===== config.mk =====
export PLATFORM = sky130hd
export DESIGN_NAME = jedec_id_probe
export DESIGN_NICKNAME = d
export VERILOG_FILES = /design/src/rtl/jedec_id_probe.sv
export SDC_FILE = /design/constraint.sdc
export NUM_CORES = 1
export LEC_CHECK = 0
export BUFFER_PORTS_ARGS = -buffer_cell sky130_fd_sc_hd__buf_2
export CORE_MARGIN = 3
export CORE_UTILIZATION = 55
export DETAILED_ROUTE_END_ITERATION = 16
export PLACE_DENSITY = 0.78
export SLEW_MARGIN = 20
export SYNTH_ARGS = -nofsm -noshare
export SYNTH_HDL_FRONTEND = slang
export SYNTH_SLANG_ARGS = --single-unit

===== constraint.sdc =====
create_clock -name clk -period 2.4 [get_ports clk]
set_clock_uncertainty 0.05 [all_clocks]
set_input_delay 0.24 -clock clk [delete_from_list [all_inputs] [get_ports clk]]
set_output_delay 0.24 -clock clk [all_outputs]
set_load 0.05 [all_outputs]

===== src/rtl/jedec_id_probe.sv =====
module jedec_id_probe #(
  parameter int          RESP_BYTES  = 4,
  parameter int          HALF_PERIOD = 2,
  parameter logic [15:0] GENERIC_MFR = 16'hFFFE,
  parameter logic [15:0] GENERIC_DEV = 16'hFFFF
) (
  input  logic        clk,
  input  logic        rst_n,
  input  logic        start,
  input  logic [15:0] exp_mfr,
  input  logic [15:0] exp_dev,
  output logic        spi_sclk,
  output logic        spi_cs_n,
  output logic        spi_mosi,
  input  logic        spi_miso,
  output logic        done,
  output logic        match,
  output logic        parity_warn,
  output logic [15:0] mfr_id,
  output logic [15:0] dev_id
);
  localparam int RX_W  = 8 * RESP_BYTES;
  localparam int TOTAL = 8 * (RESP_BYTES + 1);
  localparam int BW    = $clog2(TOTAL + 1);
  localparam int DW    = $clog2(HALF_PERIOD + 1);

  typedef enum logic [1:0] {S_IDLE, S_XFER, S_FIN} state_t;

  state_t          state;
  logic [7:0]      tx;
  logic [RX_W-1:0] rx;
  logic [BW-1:0]   bits;
  logic [DW-1:0]   div;

  logic [7:0]  b0, b1, b2, b3;
  logic        cont, par_bad, hit;
  logic [15:0] mfr_d, dev_d;

  assign b0 = rx[RX_W-1 -: 8];
  assign b1 = rx[RX_W-9 -: 8];
  assign b2 = rx[RX_W-17 -: 8];
  assign b3 = (RESP_BYTES == 4) ? rx[7:0] : 8'h00;

  assign cont    = (b0 == 8'h7F);
  assign mfr_d   = cont ? {b0, b1} : {8'h00, b0};
  assign dev_d   = cont ? ((RESP_BYTES == 4) ? {b2, b3} : {8'h00, b2}) : {b1, b2};
  assign par_bad = ~(^b0) | (cont & ~(^b1));
  assign hit     = ((mfr_d == exp_mfr) && (dev_d == exp_dev)) ||
                   ((mfr_d == exp_mfr) && (exp_dev == GENERIC_DEV)) ||
                   ((exp_mfr == GENERIC_MFR) && (mfr_d != 16'h00FF));

  assign spi_mosi = tx[7];

  always_ff @(posedge clk or negedge rst_n) begin
    if (!rst_n) begin
      state       <= S_IDLE;
      spi_cs_n    <= 1'b1;
      spi_sclk    <= 1'b0;
      tx          <= '0;
      rx          <= '0;
      bits        <= '0;
      div         <= '0;
      done        <= 1'b0;
      match       <= 1'b0;
      parity_warn <= 1'b0;
      mfr_id      <= '0;
      dev_id      <= '0;
    end else begin
      case (state)
        S_IDLE: if (start) begin
          state       <= S_XFER;
          spi_cs_n    <= 1'b0;
          tx          <= 8'h9F;
          bits        <= '0;
          div         <= '0;
          done        <= 1'b0;
          match       <= 1'b0;
          parity_warn <= 1'b0;
        end
        S_XFER: begin
          if (div == DW'(HALF_PERIOD - 1)) begin
            div      <= '0;
            spi_sclk <= ~spi_sclk;
            if (!spi_sclk) begin
              if (bits >= BW'(8)) rx <= {rx[RX_W-2:0], spi_miso};
            end else begin
              tx <= {tx[6:0], 1'b0};
              if (bits == BW'(TOTAL - 1)) state <= S_FIN;
              else bits <= bits + 1'b1;
            end
          end else begin
            div <= div + 1'b1;
          end
        end
        S_FIN: begin
          state       <= S_IDLE;
          spi_cs_n    <= 1'b1;
          done        <= 1'b1;
          match       <= hit;
          parity_warn <= par_bad;
          mfr_id      <= mfr_d;
          dev_id      <= dev_d;
        end
        default: state <= S_IDLE;
      endcase
    end
  end
endmodule


==> metrics <==
# rows=32; worst min path class=in -> reg; crit-path cells=inv_1 -> ha_1 -> and4_4 -> nand2_1 -> a221oi_1 -> o211ai_1 -> a2111o_1 -> o41ai_2; sequential-to-total area share from yosys stat=47.6%; diode count=0; Primary FF master, synth=dfrtp_1; routed vias=between 3,000 and 4,000; Clock Latency Late Sink=0.36 ns; max_cap viols=0; Hold Path Stages=2; largest net degree at the start of global routing=71; grt total ovfl=0; Port Buffer Count=73; Post-Layout Cell Count=roughly 660; routability cong.=just under 1; Worst Hold Path EP=rx[0]; 1st-pass router iterations=5; Reg2Reg Setup Slack=0.1 ns; worst reg2reg startpoint=rx[31]; Core Footprint=roughly 0.0079 sq mm; # DRC=0; Filler cells=615; unique cell type count in the Yosys netlist=55; first-pass GRT wire length=20,800 um; Slew Limit Fails=0; Post-DP HPWL=between 9000 and 10,000 um; Setup Viol. Count Final=0; Worst Path Required=2.60 ns; Async SR Flop Fraction=between 90% and 100%; ANT nets after route=0; Hold Startpoint=spi_miso; Synth Warn #=0; Synthesized Nets=507; post-synthesis register bit count=a little under 90; Syn Inst Count=465; die area=0.00944 sq mm; PwrDens=667 mW/mm^2; Worst-Margin Slew=roughly 0.57 ns; Data arrival, critical path=2.51 ns; synthesized area per cell=9.83 sq um; Tcrit/Tclk final=96.0%; Post-synth EDFFs=0; Rel. slew slack=62.0%; Final nets=596; fmax=roughly 430 MHz; VDD IR-drop max=0.410 mV; slowest stage delay, CP=slightly below 0.4 ns; Top Ports=74; R2R depth=8; Leak=2.50 nW; First DRT Iteration DRCs=approximately 250; area grow syn2layout=19.2%; WL final=13,000 um; Initial Util=between 50% and 60%; share of cells above drive strength 1=28.1%; Max Fanout on Critical Path=3; die width=97.2 um; Vias/cell=6.02; Max stage delay cell, worst path=dfrtp_1; drt wl/cell=19.7 um; placed cell count=about 640; CTS sink cnt=87; Crit Path Category=reg -> reg; Longest Clk Path Bufs=2; die height=97.2 um; multi-input combinational cell area=0.00220 sq mm; fin crit period=2.30 ns; initial antenna violation count=0; Finished Core Util=between 60% and 70%; TritonCTS buffer count=9; status=completed; Total GRT Usage=between 20% and 30%; CTS H-Tree Depth=3; endpoint type of the worst setup path=register; cell area after synthesis=~0.0046 sq mm; worst slack at placement=roughly 0.12 ns; final hold vios=0; Reg area=0.00218 sq mm; vias in the first global route=3,967; Worst Hold Slack=0.0535 ns; CP Launch Type=register; slack of the critical path=0.0953 ns; CTS tree=built; FF-to-FF End=match; Root Buffer=clkbuf_8; clock input transition at the sequential cells of the worst setup and hold paths=0.10 ns
[cell usage after synthesis (3+ instances only)]
cell type	number	area (sq um)
a211oi_1	3	22.5
a21o_1	3	22.5
a21oi_1	14	70.1
a221oi_1	3	26.3
a31oi_1	3	18.8
buf_2	9	45.0
clkbuf_1	13	48.8
dfrtp_1	86	2150
ha_1	6	75.1
inv_1	17	63.8
inv_2	4	15.0
mux2_2	21	236
mux2i_1	15	150
nand2_1	60	225
nand3_1	7	35.0
nand4_1	16	100
nor2_1	27	101
nor3_1	7	35.0
nor4_1	6	37.5
o21ai_0	46	230
o22a_1	5	43.8
o22ai_1	10	62.6
o31ai_1	5	37.5
xnor2_1	22	193
xor2_1	20	175
[power by group]
| group | internal (mW) | leakage (nW) | switching [mW] | total [mW] |
|---|---|---|---|---|
| clock | 0.407 | 0.0931 | 0.601 | 1.01 |
| sequential | 1.65 | 1.16 | 0.191 | 1.84 |
| combinational | 0.340 | 1.25 | 0.452 | 0.792 |
| total | 2.39 | 2.50 | 1.24 | 3.64 |
[layout make-up]
cell class / instances / share of cell area (%)
tap: 102 / 2.34
sequential: 87 / 40.0
multi-input combinational: 330 / 40.4
timing repair buffer: 104 / 12.1
clock inverter: 7 / 1.31
clock buffer: 9 / 2.27
inverter: 22 / 1.56
[cell families after synthesis]
| kind of cell | Yosys count | share of synthesized area (%) |
|---|---|---|
| mux | 36 | 8.46 |
| xor+xnor | 42 | 8.05 |
| buf+inv | 48 | 4.65 |
| simple gates | 137 | 14.3 |
| compound gates | 109 | 15.3 |
| flops | 87 | 47.6 |
| fa+ha+maj | 6 | 1.64 |
[registers in the layout (all words and copies together), names as in the netlist]
name / flops
rx: 32
div: 2
state: 2
spi_sclk: 1
mfr_id: 16
dev_id: 16
bits: 6
tx: 8
parity_warn: 1
spi_cs_n: 1
match: 1
done: 1
[what timing repair did]
item / 4_1_cts / 5_1_grt
setup endpoints to repair: 0 / 1
buffers inserted: 0 / 2
endpoints found under the hold margin: 22 / 0
gates resized for setup: 0 / 5
hold buffers: 1 / 0
[metal layers]
metal  share of wire (%)  wire [um]  vias up  track usage [%]
li1                    -          -     1822                -
met1                  44       5680     1953             39.2
met2                  48       6200      177             45.0
met3                 6.7        868       25             3.66
met4                 2.0        255        0             7.78
met5                   0          0        -                0
[how the worst max path moves through the flow]
stage	start	endpoint	slack, ns	depth (start not counted)
floorplan	rx[31]	match	0.27	8
global placement	rx[30]	match	0.16	7
detailed placement	rx[26]	match	0.12	7
CTS	rx[26]	match	0.07	7
global route	rx[31]	match	-0.002	8
finish	rx[31]	match	0.1	8
[critical path, delay by kind of cell, from the launching register on]
| kind | cells | cell delay (ns) |
|---|---|---|
| AO/OA/AOI/OAI | 4 | 1.11 |
| buffers and inverters | 1 | 0.07 |
| AND/OR/NAND/NOR | 2 | 0.42 |
| flip-flops | 1 | 0.39 |
| adder cells (fa/ha/maj) | 1 | 0.16 |
[metrics by stage]
stage,total power [mW],setup TNS (ns),instance area [sq um]
after floorplan,2.34,0,4570
after global placement,2.60,0,5190
after detailed placement,2.65,0,5190
after CTS,3.65,0,5390
after global routing,3.82,-0.00196,5450
final,3.64,0,5450
[layout by cell type (no fill, tap or decap), types with 2 or more instances in the layout]
cell	instances
inv_8	2
nor2_1	27
clkbuf_8	9
inv_1	17
buf_2	72
buf_4	26
nor3_1	7
nand2b_1	2
o21ai_0	46
a211oi_1	3
nand3_1	7
mux2_2	21
inv_2	4
nand4_1	16
dfrtp_1	86
o2bb2ai_1	2
ha_1	6
o2111a_1	2
xnor2_1	22
buf_12	3
and3_1	2
a221oi_1	2
o22a_1	5
a31oi_1	3
nand2_1	59
nor4_1	6
clkinvlp_4	2
a22o_1	2
o31ai_1	5
a21oi_1	14
mux2i_1	14
and2_1	2
a21o_1	3
inv_6	2
xor2_1	20
o22ai_1	10
No activity file was read; power rests on OpenSTA's default activity.
